File: src/rtl/dma_page_pkg.sv
package dma_page_pkg;
    localparam int OFF_W    = 16;
    localparam int PORT_W   = 8;
    localparam int DATA_W   = 8;
    localparam int NREG     = 4;
    localparam int SEL_W    = $clog2(NREG);
    localparam int DACK_W   = 4;
    localparam logic [PORT_W-1:0] BYTE_BASE = 8'h80;
    localparam logic [PORT_W-1:0] WORD_BASE = 8'h88;

    // Select bit B comes from acknowledge 2, select bit A from acknowledge 3.
    function automatic logic [SEL_W-1:0] dack_to_sel(input logic [DACK_W-1:0] dn);
        return {dn[2], dn[3]};
    endfunction
endpackage

File: src/rtl/page_port_decode.sv
module page_port_decode
    import dma_page_pkg::*;
#(
    parameter logic [PORT_W-1:0] BASE = 8'h80,
    parameter int DEPTH = NREG
) (
    input  logic              io_wr,
    input  logic [PORT_W-1:0] io_addr,
    output logic [DEPTH-1:0]  wr_en
);
    genvar k;
    generate
        for (k = 0; k < DEPTH; k++) begin : g_port
            localparam logic [PORT_W-1:0] PORT = BASE + PORT_W'(k);
            assign wr_en[k] = io_wr && (io_addr == PORT);
        end
    endgenerate
endmodule

File: src/rtl/page_reg_bank.sv
module page_reg_bank
    import dma_page_pkg::*;
#(
    parameter int DEPTH = NREG,
    parameter int W     = 8,
    localparam int SW   = $clog2(DEPTH)
) (
    input  logic             clk,
    input  logic             rst_n,
    input  logic [DEPTH-1:0] wr_en,
    input  logic [W-1:0]     wdata,
    input  logic [SW-1:0]    sel,
    output logic [W-1:0]     rd_page
);
    typedef struct packed {
        logic [DEPTH-1:0][W-1:0] page;
    } bank_t;

    bank_t bank_d, bank_q;

    always_comb begin
        bank_d = bank_q;
        for (int i = 0; i < DEPTH; i++) begin
            if (wr_en[i]) bank_d.page[i] = wdata;
        end
    end

    always_ff @(posedge clk or negedge rst_n) begin
        if (!rst_n) bank_q <= '0;
        else        bank_q <= bank_d;
    end

    assign rd_page = bank_q.page[sel];
endmodule

File: src/rtl/page_addr_form.sv
module page_addr_form
    import dma_page_pkg::*;
#(
    parameter bit AT_MODE = 1'b1,
    localparam int PG_W   = AT_MODE ? 8 : 4,
    localparam int ADDR_W = OFF_W + PG_W
) (
    input  logic              byte_grant,
    input  logic              word_grant,
    input  logic [PG_W-1:0]   byte_page,
    input  logic [7:0]        word_page,
    input  logic [OFF_W-1:0]  dma_addr,
    output logic [ADDR_W-1:0] bus_addr,
    output logic              bus_addr_oe
);
    logic [ADDR_W-1:0] byte_addr;
    logic [ADDR_W-1:0] word_addr;
    logic              word_live;

    assign byte_addr = {byte_page, dma_addr};

    generate
        if (AT_MODE) begin : g_word
            logic unused_page_lsb;
            assign unused_page_lsb = word_page[0];
            assign word_addr = {word_page[7:1], dma_addr, 1'b0};
            assign word_live = word_grant;
        end else begin : g_noword
            logic unused_word;
            assign unused_word = ^{word_page, word_grant};
            assign word_addr = '0;
            assign word_live = 1'b0;
        end
    endgenerate

    always_comb begin
        bus_addr    = '0;
        bus_addr_oe = 1'b0;
        if (byte_grant) begin
            bus_addr    = byte_addr;
            bus_addr_oe = 1'b1;
        end else if (word_live) begin
            bus_addr    = word_addr;
            bus_addr_oe = 1'b1;
        end
    end
endmodule

File: src/rtl/dma_page_ext.sv
module dma_page_ext
    import dma_page_pkg::*;
#(
    parameter bit AT_MODE = 1'b1,
    localparam int PG_W   = AT_MODE ? 8 : 4,
    localparam int ADDR_W = OFF_W + PG_W
) (
    input  logic              clk,
    input  logic              rst_n,
    input  logic              io_wr,
    input  logic [7:0]        io_addr,
    input  logic [7:0]        io_wdata,
    input  logic              byte_grant,
    input  logic [3:0]        byte_dack_n,
    input  logic              word_grant,
    input  logic [3:0]        word_dack_n,
    input  logic [15:0]       dma_addr,
    output logic [ADDR_W-1:0] bus_addr,
    output logic              bus_addr_oe
);
    logic [NREG-1:0] byte_wr_en;
    logic [PG_W-1:0] byte_page;
    logic [7:0]      word_page;

    page_port_decode #(.BASE(BYTE_BASE), .DEPTH(NREG)) u_byte_dec (
        .io_wr   (io_wr),
        .io_addr (io_addr),
        .wr_en   (byte_wr_en)
    );

    page_reg_bank #(.DEPTH(NREG), .W(PG_W)) u_byte_bank (
        .clk     (clk),
        .rst_n   (rst_n),
        .wr_en   (byte_wr_en),
        .wdata   (io_wdata[PG_W-1:0]),
        .sel     (dack_to_sel(byte_dack_n)),
        .rd_page (byte_page)
    );

    generate
        if (AT_MODE) begin : g_word_bank
            logic [NREG-1:0] word_wr_en;

            page_port_decode #(.BASE(WORD_BASE), .DEPTH(NREG)) u_word_dec (
                .io_wr   (io_wr),
                .io_addr (io_addr),
                .wr_en   (word_wr_en)
            );

            page_reg_bank #(.DEPTH(NREG), .W(8)) u_word_bank (
                .clk     (clk),
                .rst_n   (rst_n),
                .wr_en   (word_wr_en),
                .wdata   (io_wdata),
                .sel     (dack_to_sel(word_dack_n)),
                .rd_page (word_page)
            );
        end else begin : g_no_word_bank
            logic unused_word_in;
            assign unused_word_in = ^{word_dack_n, io_wdata};
            assign word_page = '0;
        end
    endgenerate

    page_addr_form #(.AT_MODE(AT_MODE)) u_form (
        .byte_grant  (byte_grant),
        .word_grant  (word_grant),
        .byte_page   (byte_page),
        .word_page   (word_page),
        .dma_addr    (dma_addr),
        .bus_addr    (bus_addr),
        .bus_addr_oe (bus_addr_oe)
    );
endmodule

File: config.mk
export PLATFORM = sky130hd
export DESIGN_NAME = dma_page_ext
export DESIGN_NICKNAME = d
export VERILOG_FILES = /design/src/rtl/dma_page_pkg.sv /design/src/rtl/page_port_decode.sv /design/src/rtl/page_reg_bank.sv /design/src/rtl/page_addr_form.sv /design/src/rtl/dma_page_ext.sv
export SDC_FILE = /design/constraint.sdc
export NUM_CORES = 1
export LEC_CHECK = 0
export BUFFER_PORTS_ARGS = -buffer_cell sky130_fd_sc_hd__clkbuf_2
export CAP_MARGIN = 15
export CORE_AREA = 2 2 96 98
export CTS_BUF_LIST = sky130_fd_sc_hd__clkbuf_16
export DETAILED_ROUTE_END_ITERATION = 16
export DIE_AREA = 0 0 98 100
export PLACE_DENSITY_LB_ADDON = 0.05
export SLEW_MARGIN = 10
export SYNTH_ARGS = -nofsm -noshare
export SYNTH_HDL_FRONTEND = slang
export SYNTH_SLANG_ARGS = --single-unit
File: constraint.sdc
create_clock -name clk -period 2 [get_ports clk]
set_clock_uncertainty 0.15 [all_clocks]
set_input_delay 0.3 -clock clk [delete_from_list [all_inputs] [get_ports clk]]
set_output_delay 0.3 -clock clk [all_outputs]
set_load 0.005 [all_outputs]
==> results of run 1 <==
layer usage:
layer	vias up	global-route usage (%)	part of all wire [%]
met1	992	19.48	46
met5	-	0	0
met3	6	4.457	6.6
met2	70	24.50	46
met4	0	4.167	0.86
li1	899	-	-
cell usage after synthesis:
library cell	instances	share of area, %
sky130_fd_sc_hd__a22o_1	21	6.1
sky130_fd_sc_hd__and2_1	1	0.21
sky130_fd_sc_hd__buf_1	1	0.13
sky130_fd_sc_hd__buf_6	3	1.1
sky130_fd_sc_hd__clkbuf_1	8	1.0
sky130_fd_sc_hd__dfrtp_1	60	50
sky130_fd_sc_hd__mux2_2	44	17
sky130_fd_sc_hd__mux2_4	16	8.0
sky130_fd_sc_hd__mux4_2	15	11
sky130_fd_sc_hd__nand2_1	5	0.63
sky130_fd_sc_hd__nand2b_1	2	0.42
sky130_fd_sc_hd__nand3_1	1	0.17
sky130_fd_sc_hd__nand3b_1	1	0.25
sky130_fd_sc_hd__nor2b_1	1	0.21
sky130_fd_sc_hd__nor3_2	6	2.0
sky130_fd_sc_hd__o21ai_0	2	0.33
sky130_fd_sc_hd__or2_2	1	0.21
sky130_fd_sc_hd__or4_4	3	1.1
state kept, by name, summed over array words and instances, names as in the netlist:
| signal | count |
|---|---|
| g_word_bank.u_word_bank.bank_q | 28 |
| u_byte_bank.bank_q | 32 |
what timing repair did:
item,4_1_cts,5_1_grt
endpoints found under the hold margin,60,0
setup endpoints to repair,0,6
hold buffers,1,0
area by class of cell:
type / instances / area [um2] / area share [%]
Clock inverter: 7 / 35.03 / 0.9159
Clock buffer: 9 / 225.2 / 5.888
Sequential cell: 60 / 1501 / 39.25
Multi-Input combinational cell: 119 / 1424 / 37.23
Timing Repair Buffer: 83 / 500.5 / 13.08
Tap cell: 111 / 138.9 / 3.631
metrics by stage:
step           utilization, %  instances
2_1_floorplan               -        191
3_3_place_gp            39.99        372
3_5_place_dp            39.99        372
4_1_cts                 43.03        389
5_1_grt                 43.03        389
6_report                43.03        389
kinds of logic after synthesis:
kind of cell	Yosys count	synth area share [%]
AOI/OAI and AO/OA	23	6.480
and+or+nand+nor	21	5.226
muxes	75	35.87
buffers and inverters	12	2.257
DFF	60	50.17
worst max-delay path, stage by stage, from the launching register on:
cell and delay (ns):
sky130_fd_sc_hd__dfrtp_1 0.38, sky130_fd_sc_hd__mux4_2 0.46, sky130_fd_sc_hd__a22o_1 0.25, sky130_fd_sc_hd__clkbuf_2 0.11
power breakdown:
group | switching (W) | internal [W]
logic | 0.000147 | 0.000181
registers | 0.0000273 | 0.00127
clock network | 0.000512 | 0.000818
total | 0.000686 | 0.00227
final timing paths:
path                                                                 from  cells after the start                                             end  slack (ns)
max                                    u_byte_bank.bank_q[23]$_DFFE_PN0P_                      3                                    bus_addr[23]        0.04
min                                                           io_wdata[0]                      2              u_byte_bank.bank_q[16]$_DFFE_PN0P_        0.13
max reg2reg                 g_word_bank.u_word_bank.bank_q[4]$_DFFE_PN0P_                      1   g_word_bank.u_word_bank.bank_q[4]$_DFFE_PN0P_        1.09
min reg2reg                g_word_bank.u_word_bank.bank_q[25]$_DFFE_PN0P_                      1  g_word_bank.u_word_bank.bank_q[25]$_DFFE_PN0P_        0.35
max in group asynchronous                                           rst_n                      3   g_word_bank.u_word_bank.bank_q[3]$_DFFE_PN0P_        1.05
min in group asynchronous                                           rst_n                      3               u_byte_bank.bank_q[3]$_DFFE_PN0P_        0.38
==> results.md, run 1 <==
Final layout:
- The most common cell after layout, fill and taps aside is sky130_fd_sc_hd__clkbuf_2.
- The post-route netlist has 65.11% of its cells at a drive strength greater than 1.
- The number of antenna repair diodes is 0.
- The final cell area excluding filler cells is 3825 um2.
- Relative to the synthesized area, the layout overhead comes to 27.80%.
- In the final design database the tool counted 318 nets.
- Counting the fill cells in the layout gives 818.
- The library cells used most frequently in the layout, excluding fill and tap cells, are sky130_fd_sc_hd__clkbuf_2, sky130_fd_sc_hd__dfrtp_1, sky130_fd_sc_hd__mux2_2, sky130_fd_sc_hd__a22o_1, sky130_fd_sc_hd__mux2_4.

Setup path:
- The endpoint type of the worst setup path is an output port.
- The startpoint type of the worst setup path is a register.
- Data on the critical path arrives at its endpoint at 1.51 ns.
- The maximum net fanout on the critical path is 2.
- At the worst endpoint, the required time is 1.55 ns.
- The critical setup path kind is register to output port.

STA:
- Dividing the final minimum period by the clock period gives 98.19%.
- The maximum clock frequency is 509.2 MHz.
- The smallest setup slack after layout is 0.03622 ns.
- The count of final hold-check violations was 0.
- Setup violations remaining at the end of the flow were counted as 0.
- The post-route worst hold slack is 0.1272 ns.
- At the pin with the least slew margin, the transition time is 0.3305 ns.
- Headroom to the max-slew limit came out at 77.97%.
- The time the worst path needs with I/O delays and setup is 1.964 ns.
- After routing, the total negative slack on setup checks comes to 0 ns.
- The number of pins with negative max-slew slack in the final report is 0.
- Setup repair after global routing could not meet its margin everywhere.

Clock network:
- The clock tree root driver cell is sky130_fd_sc_hd__clkbuf_16.
- The count of clock tree sinks is 60.
- At the later pin of the worst-skew pair, clock insertion delay measures 0.31 ns.
- The clock-pin slew on the worst setup and hold paths is 0.05 ns.
- The post-CTS repair timing setup buffer count is 0.
- The clock tree synthesis step divided the H-tree into 3 levels.
- The TritonCTS clock tree is built.
- The quantity of gates resized following cts is 0.
- In this run the deepest clock path goes through 2 buffers.
- In this run, CTS created clock tree buffers numbering 9.

Placement:
- The final weighted congestion of routability-driven global placement is 0.7079.
- Once placement finished, the instance area stood at 3555 um2.
- The worst setup slack before clock tree synthesis is -0.1598 ns.
- During placement, the flow inserted port buffers numbering 65.
- The total half-perimeter wirelength after legalization and detailed placement is 4830 um.

Die:
- The initial core utilization is 33.67%.
- The die outline width is 98 um.
- In this run the vertical extent of the chip is 100 um.
- The number of core rows is 35.
- Pin placement for this block handled 70 I/O pins.
- The die covers 9800 um2.
- The core outline area is 8890 um2.

Routing:
- The average detailed-routed wire length per instance is 17.60 um.
- The routed via count divided by cell count is 5.057.
- The starting DRC count in detailed routing is 50.
- The detailed-router iteration count before antenna repair is 4.
- The remaining number of nets flagged by the antenna check after routing is 0.
- For this run, design rule violations remaining after detail routing come to 0.
- The final layout contains routed wiring with a total length of 6847 um.
- Across all layers, the routed design uses 1967 vias.

Global route:
- The global routing usage summed across all routing layers is 14.96%.
- The number of global-route vias before repair came to 2098.
- The total overflow reported by the global router is 0.
- Entering global routing, the biggest net connects 61 pins.
- The initial antenna violation count is 0.
- The first global-routing pass estimated 11250 um of wire.

Hold path:
- The path class of the tightest hold or removal check is primary input to register.

Synth:
- After synthesis the netlist holds a flip-flop and latch count of 60.
- The cell area that synthesis handed to floorplanning was 2993 um2.
- The number of distinct library cells after synthesis is 18.
- Summing the sequential cell areas from Yosys gives 50.17% of the chip area.
- During synthesis, Yosys emitted a total of 0 warnings.
- The net count after synthesis is 236.
- The number of instances in the synthesized netlist is 191.
- A synthesized cell averages 15.67 um2.

Power:
- The leakage power summed over all cells is 1.930 nW.
- The total power is 0.002958 W.
- The power density over the cells is 773.3 nW/um2.
- The highest ir drop seen on vdd is 0.5941 mV.

Run:
- Max-cap violations in this run came to 0.

Status:
- The run finished with clean final reports.
(Power assumes the default switching activity.)
==> run 2: changes to the inputs <==
--- a/config.mk
+++ b/config.mk
@@ -7,12 +7,14 @@
 export LEC_CHECK = 0
 export BUFFER_PORTS_ARGS = -buffer_cell sky130_fd_sc_hd__clkbuf_2
 export CAP_MARGIN = 15
-export CORE_AREA = 2 2 96 98
+export CORE_AREA = 2 2 98 100
 export CTS_BUF_LIST = sky130_fd_sc_hd__clkbuf_16
 export DETAILED_ROUTE_END_ITERATION = 16
-export DIE_AREA = 0 0 98 100
+export DIE_AREA = 0 0 100 102
 export PLACE_DENSITY_LB_ADDON = 0.05
 export SLEW_MARGIN = 10
 export SYNTH_ARGS = -nofsm -noshare
 export SYNTH_HDL_FRONTEND = slang
+export SYNTH_HIERARCHICAL = 1
 export SYNTH_SLANG_ARGS = --single-unit
+export TNS_END_PERCENT = 50
==> results.md, run 2 <==
STA:
- The maximum clock frequency is 510.3 MHz.
- The time the worst path needs with I/O delays and setup is 1.960 ns.
- Setup repair after global routing could not meet its margin everywhere.
- The number of pins with negative max-slew slack in the final report was 0.
- The count of final hold-check violations is 0.
- The worst path uses 97.99% of the clock period.
- Setup violations remaining at the end of the flow were counted as 0.
- The smallest setup slack after layout is 0.04030 ns.
- The actual transition at the worst max-transition pin is 0.4984 ns.
- Headroom to the max-slew limit came out at 66.77%.

Final layout:
- The utilization after layout is 41.22%.
- The library cells used most frequently in the layout, excluding fill and tap cells, are sky130_fd_sc_hd__clkbuf_2, sky130_fd_sc_hd__mux2_2, sky130_fd_sc_hd__dfrtp_1, sky130_fd_sc_hd__a22o_1, sky130_fd_sc_hd__mux4_2.
- The final cell area excluding filler cells is 3755 um2.
- The area growth from synthesis to final layout is 26.15%.
- The library cell used most frequently in the layout, excluding fill and tap cells, is sky130_fd_sc_hd__clkbuf_2.
- The layout has 846 filler cells.
- The net count reported at finish is 316.
- The largest registers in the layout are u_byte_bank/bank_q x32, g_word_bank.u_word_bank/bank_q x28.
- The flip-flop count of the largest register, all copies and words added is 32.
- Cells with a size suffix above 1 make up 61.96% of the layout.
- The most flop-heavy register is u_byte_bank/bank_q.
- The number of antenna repair diodes is 0.

Global route:
- Global routing consumed, on the met3 layer, 2.531% of the routing resources.
- The first global-routing pass estimated 10690 um of wire.
- Summed over all layers, the global routing overflow is 0.
- The global routing usage on met1 is 18.21%.
- The most congested layer reported by global routing is met2.
- The initial antenna violation count came to 0.
- The fraction of met2 tracks used by global routing is 23.70%.
- The maximum number of pins on one net before global-route repair is 45.
- The global routing usage summed across all routing layers is 14.06%.
- The number of global-route vias before repair was 1994.

Routing:
- The remaining number of nets flagged by the antenna check after routing is 0.
- For this block, the initial DRC count from the detailed router was 24.
- The final routed DRC violation total is 0.
- The routed via count divided by cell count is 5.028.
- The detailed-router iteration count before antenna repair is 4.
- The detailed router placed 1946 vias in this run.
- The final wirelength is 6864 um.
- In the final routed layout, each cell accounts on average for 17.74 um.

Clock network:
- The clock insertion delay at the later pin of the skew report is 0.31 ns.
- In this run, CTS created clock tree buffers numbering 9.
- For this design, the sink count on the clock tree is 60.
- The number of gates resized after CTS was 0.
- After clock tree synthesis, the clock-pin slew on the worst setup and hold paths is 0.05 ns.
- CTS placed an instance of sky130_fd_sc_hd__clkbuf_16 at the clock tree root.
- TritonCTS built the clock tree.
- The H-tree generated during clock tree synthesis spans 3 levels.
- No sink is reached through more buffers than the 2 on the longest clock path.

Die:
- The die extent in y is 102 um.
- The floorplan step set the die width to 100 um.
- The number of placed I/O pins is 70.
- In this run the core area contains 35 standard-cell rows.
- The initial utilization of the core area, before any placement, comes to 32.68%.
- The area enclosed by the die boundary is 10200 um2.
- In this run the standard cell core region covers 9109 um2.

Setup path:
- Walking the worst path, the cells encountered are mux4_2, a22o_1, clkbuf_2.
- The maximum net fanout on the critical path is 2.
- The maximum cell stage delay along the critical path is 0.46 ns.
- The endpoint type of the worst setup path is an output port.
- The flop-to-flop setup slack is 1.08 ns.
- At the worst endpoint, the required time is 1.55 ns.
- The critical setup path kind is register to output port.
- The slowest library cell on the worst path is sky130_fd_sc_hd__mux4_2.
- STA classifies the critical path startpoint as a register.
- Data arrives at the worst endpoint at 1.51 ns.

Synth:
- The post-synthesis instance area is 2977 um2.
- The total of warnings raised by yosys is 6.
- The net count after synthesis is 243.
- The cell count after synthesis came out at 198.
- A synthesized cell averages 15.03 um2.

Power:
- The highest ir drop seen on vdd is 0.3510 mV.
- Summed over all nets, the switching power comes to 0.0006762 W.
- The switching fraction of total power is 22.06%.
- The design internal power is 0.002390 W.
- Combinational cells account for 10.2% of the total power.
- Sequential cells burn 42.4% of the power.
- Of the total power, the clock network draws 47.4%.
- The analysis attributes to cell leakage a power of 1.863 nW.
- The power density over the cells is 816.5 nW/um2.

Placement:
- The total half-perimeter wirelength after legalization and detailed placement is 4871 um.
- The count of port buffers added during placement is 65.
- Prior to clock tree synthesis, the placed netlist has a worst setup slack of 0.007753 ns.
- At the end of routability-driven placement, the weighted congestion stood at 0.6842.
- After detailed placement, the total cell area comes to 3460 um2.

Hold path:
- The min-delay analysis places its worst path in the category primary input to register.

Run:
- Across the run, the number of max-cap violations was 0.

Status:
- The flow ran to the end, and the final reports show no timing, DRC or antenna violations.
run 2: what timing repair did:
| action | 4_1_cts | 5_1_grt |
|---|---|---|
| hold buffers | 1 | 0 |
| hold endpoints to repair | 16 | 0 |
| setup buffers | 0 | 0 |
| setup endpoints to repair | 0 | 5 |
run 2: path summary, 6_finish.rpt:
kind | from | endpoint | cells after the start
hold reg to reg | g_word_bank.u_word_bank/bank_q[17]$_DFFE_PN0P_ | g_word_bank.u_word_bank/bank_q[17]$_DFFE_PN0P_ | 1
min in group asynchronous | rst_n | u_byte_bank/bank_q[0]$_DFFE_PN0P_ | 2
setup / recovery | u_byte_bank/bank_q[18]$_DFFE_PN0P_ | bus_addr[18] | 3
max in group asynchronous | rst_n | g_word_bank.u_word_bank/bank_q[5]$_DFFE_PN0P_ | 3
hold / removal | io_wdata[0] | u_byte_bank/bank_q[0]$_DFFE_PN0P_ | 2
setup reg to reg | u_byte_bank/bank_q[3]$_DFFE_PN0P_ | u_byte_bank/bank_q[3]$_DFFE_PN0P_ | 1
run 2: area by class of cell:
type	count	area, um2	area share, %
clock buffer	9	225.2	5.998
clock inverter	7	60.06	1.599
inverter	2	7.507	0.1999
multi-input combinational	119	1351	35.99
sequential	60	1501	39.99
tap	111	138.9	3.699
timing repair buffer	79	470.5	12.53
run 2: critical path, delay by kind of cell, from the launching register on:
family	cells	cell delay [ns]
AO/OA/AOI/OAI	1	0.25
buffers and inverters	1	0.11
flip-flops	1	0.38
multiplexers	1	0.46
run 2: layer usage:
metal | wire [um] | vias up
li1 | - | 905
met5 | 0 | -
met3 | 267 | 4
met2 | 3184 | 57
met1 | 3360 | 980
met4 | 52 | 0
run 2: power by group through the flow:
| stage | sequential, W | clock, W | combinational, W |
|---|---|---|---|
| after global routing | 0.00131 | 0.00156 | 0.000346 |
| after CTS | 0.00130 | 0.00150 | 0.000320 |
| after global placement | 0.00132 | 0 | 0.000317 |
| after floorplan | 0.00131 | 0 | 0.000170 |
| final | 0.00130 | 0.00145 | 0.000314 |
| after detailed placement | 0.00132 | 0 | 0.000318 |
run 2: through the flow:
stage	setup TNS [ns]	hold WS (ns)	power [W]	instances
final	0	0.1159	0.003066	387
after global routing	-0.02745	0.1240	0.003217	387
after CTS	0	0.1044	0.003119	387
after detailed placement	0	0.1395	0.001639	370
after global placement	0	0.1391	0.001637	370
after floorplan	0	-0.1456	0.001481	198
==> run 3: changes to the inputs <==
--- a/config.mk
+++ b/config.mk
@@ -8,10 +8,11 @@
 export BUFFER_PORTS_ARGS = -buffer_cell sky130_fd_sc_hd__clkbuf_2
 export CAP_MARGIN = 15
 export CORE_AREA = 2 2 98 100
-export CTS_BUF_LIST = sky130_fd_sc_hd__clkbuf_16
+export CTS_BUF_LIST = sky130_fd_sc_hd__clkbuf_8
 export DETAILED_ROUTE_END_ITERATION = 16
 export DIE_AREA = 0 0 100 102
 export PLACE_DENSITY_LB_ADDON = 0.05
+export REMOVE_ABC_BUFFERS = 1
 export SLEW_MARGIN = 10
 export SYNTH_ARGS = -nofsm -noshare
 export SYNTH_HDL_FRONTEND = slang
==> results.md, run 3 (synthesized netlist as in run 2, its figures left out) <==
Final layout:
- The flip-flop count of the largest register, all copies and words added is 32.
- The net count reported at finish is 317.
- u_byte_bank/bank_q holds more flip-flops than any other register.
- After filler insertion, the fill cell instance count of the layout stands at 860.
- The post-route netlist has 62.82% of its cells at a drive strength greater than 1.
- The number of antenna repair diodes is 0.
- The most common cell after layout, fill and taps aside is sky130_fd_sc_hd__clkbuf_2.
- The library cells used most frequently in the layout, excluding fill and tap cells, are sky130_fd_sc_hd__clkbuf_2, sky130_fd_sc_hd__mux2_2, sky130_fd_sc_hd__dfrtp_1, sky130_fd_sc_hd__a22o_1, sky130_fd_sc_hd__mux4_2.
- The largest registers in the layout are u_byte_bank/bank_q x32, g_word_bank.u_word_bank/bank_q x28.
- The area growth from synthesis to final layout is 24.38%.

STA:
- Setup violations remaining at the end of the flow were counted as 0.
- The worst path meets setup with 0.01698 ns of slack.
- Setup repair after global routing could not meet its margin everywhere.
- Setup total negative slack on the finished layout was measured at 0 ns.
- The count of final hold-check violations came to 0.
- The post-route worst hold slack is 0.09778 ns.
- The relative slew slack is 77.77%.
- Of the available clock period, the critical path in the final layout requires 99.15%.
- The actual transition at the worst max-transition pin is 0.3335 ns.
- The number of pins with negative max-slew slack in the final report was 0.
- For this run, the top clock speed supported by timing is 504.3 MHz.
- For the finished layout, the period the worst path requires is 1.983 ns.

Die:
- Measured along the x axis, the die boundary spans 100 um.
- The area enclosed by the die boundary is 10200 um2.
- The die extent in y is 102 um.
- The number of placed I/O pins is 70.
- For this configuration, the core starts out at a cell density of 32.68%.
- The core outline area is 9109 um2.
- The number of core rows is 35.

Status:
- The run finished with clean final reports.

Placement:
- The worst setup slack before clock tree synthesis is 0.006987 ns.
- The count of port buffers added during placement is 65.
- The total half-perimeter wirelength after legalization and detailed placement is 4530 um.
- The congestion estimate from routability-driven global placement came to 0.6742.

Routing:
- The routed via count divided by cell count is 5.039.
- In the routed design, unresolved DRC markers number 0.
- Once detail routing completed, the nets flagged for antenna violations numbered 0.
- The first detailed-routing pass took 3 iterations.
- Summed over all layers, the routed wires come to 6634 um.
- The routed layout has 1955 vias.
- After the first detailed-routing iteration, the DRC count stood at 39.
- The average detailed-routed wire length per instance is 17.10 um.

Setup path:
- The data arrival at the endpoint of the critical path is 1.53 ns.
- In this run the critical register-to-register path is captured at u_byte_bank/bank_q[26]$_DFFE_PN0P_.
- The startpoint type of the worst setup path is a register.
- In this design, the stage delay of the slowest critical-path cell is 0.46 ns.
- The slowest library cell on the worst path is sky130_fd_sc_hd__mux4_2.
- The worst register-to-register path begins at u_byte_bank/bank_q[26]$_DFFE_PN0P_.
- In this run the worst setup path terminates at bus_addr[18].
- The worst setup path startpoint is u_byte_bank/bank_q[26]$_DFFE_PN0P_.
- The required time at the worst-slack endpoint is 1.55 ns.
- The maximum net fanout on the critical path is 2.
- The worst setup path is of the register to output port kind.
- STA classifies the critical path endpoint as an output port.
- Traced cell by cell, the critical path runs through mux4_2, a22o_1, clkbuf_2.
- The length in cells of the worst reg-to-reg path is 1.
- For flop-to-flop paths, the worst setup slack is 1.08 ns.

Global route:
- The initial antenna violation count is 0.
- The total overflow reported by the global router is 0.
- The maximum number of pins on one net before global-route repair is 61.
- Global routing used 13.99% of the available tracks across all layers.
- The number of global-route vias before repair came to 1946.
- The global-route wire length before repair is 10350 um.

Clock network:
- After clock tree synthesis, the clock-pin slew on the worst setup and hold paths is 0.08 ns.
- Post-CTS repair changed the size of 0 cells.
- The clock tree synthesis step divided the H-tree into 3 levels.
- The TritonCTS clock tree is built.
- The maximum clock path buffer count is 2.
- In this run the post-CTS setup repair buffer count came out at 0.
- For the worst-skew pair, the clock arrives at the later sink with an insertion delay of 0.33 ns.
- The count of clock tree sinks is 60.
- In this run, CTS created clock tree buffers numbering 9.
- The cell sitting at the root of the clock tree is a sky130_fd_sc_hd__clkbuf_8.

Power:
- The power density over the cells is 766.5 nW/um2.
- IR analysis of the VDD net gives a maximum drop of 0.2971 mV.
- In this run the static leakage power is 1.825 nW.
- Overall power consumption after layout is estimated at 0.002838 W.

Run:
- The total of max-cap violations is 0.

Hold path:
- The min-delay analysis places its worst path in the category primary input to register.
run 3: cell types whose count changed in the layout (fill, tap and decap cells not counted):
cell                         before  now
sky130_fd_sc_hd__bufinv_16        1    2
sky130_fd_sc_hd__clkbuf_8         0   10
sky130_fd_sc_hd__clkinv_2         3    1
sky130_fd_sc_hd__clkbuf_16        9    0
sky130_fd_sc_hd__inv_1            4    2
sky130_fd_sc_hd__clkinvlp_4       1    3
sky130_fd_sc_hd__buf_4           10   11
run 3: report_power, final:
part / internal, W / switching (W) / total, W
clock network: 0.000733 / 0.000495 / 0.00123
logic: 0.000171 / 0.000142 / 0.000313
registers: 0.00127 / 0.0000262 / 0.00130
total: 0.00217 / 0.000663 / 0.00284
run 3: critical path, delay by kind of cell (launching register included):
| kind | cells | cell delay [ns] |
|---|---|---|
| AOI/OAI and AO/OA | 1 | 0.23 |
| DFF | 1 | 0.39 |
| buffers and inverters | 1 | 0.12 |
| muxes | 1 | 0.46 |
run 3: worst min path at each step:
stage          cells after the start                                        endpoint         from  slack [ns]
2_1_floorplan                      0  g_word_bank.u_word_bank/bank_q[10]$_DFFE_PN0P_        rst_n       -0.15
3_3_place_gp                       2  g_word_bank.u_word_bank/bank_q[11]$_DFFE_PN0P_        rst_n        0.19
3_5_place_dp                       2  g_word_bank.u_word_bank/bank_q[11]$_DFFE_PN0P_        rst_n        0.19
4_1_cts                            2               u_byte_bank/bank_q[8]$_DFFE_PN0P_  io_wdata[0]        0.08
5_1_grt                            2               u_byte_bank/bank_q[8]$_DFFE_PN0P_  io_wdata[0]         0.1
6_report                           2               u_byte_bank/bank_q[8]$_DFFE_PN0P_  io_wdata[0]         0.1
run 3: repair_timing:
item	4_1_cts	5_1_grt
pin swaps	4	3
hold buffers	1	0
endpoints found under the hold margin	60	0
endpoints found under the setup margin	4	6
run 3: area by class of cell:
class,instances,area [um2],area share (%)
Sequential cell,60,1501,40.55
Multi-Input combinational cell,119,1351,36.50
Timing Repair Buffer,80,478.0,12.91
Tap cell,111,138.9,3.751
Clock buffer,10,137.6,3.717
Clock inverter,6,87.58,2.366
Inverter,2,7.507,0.2028
run 3: metrics by stage:
stage          area, um2  instances  util, %
2_1_floorplan       2860        181        -
3_3_place_gp        3467        371    38.06
3_5_place_dp        3467        371    38.06
4_1_cts             3702        388    40.65
5_1_grt             3702        388    40.65
6_report            3702        388    40.65
run 3: routing by layer:
layer / vias up / track usage (%) / wire length, um
li1: 900 / - / -
met1: 975 / 18.01 / 3074
met2: 65 / 22.66 / 3075
met3: 15 / 2.668 / 345
met4: 0 / 7.271 / 138
met5: - / 0 / 0
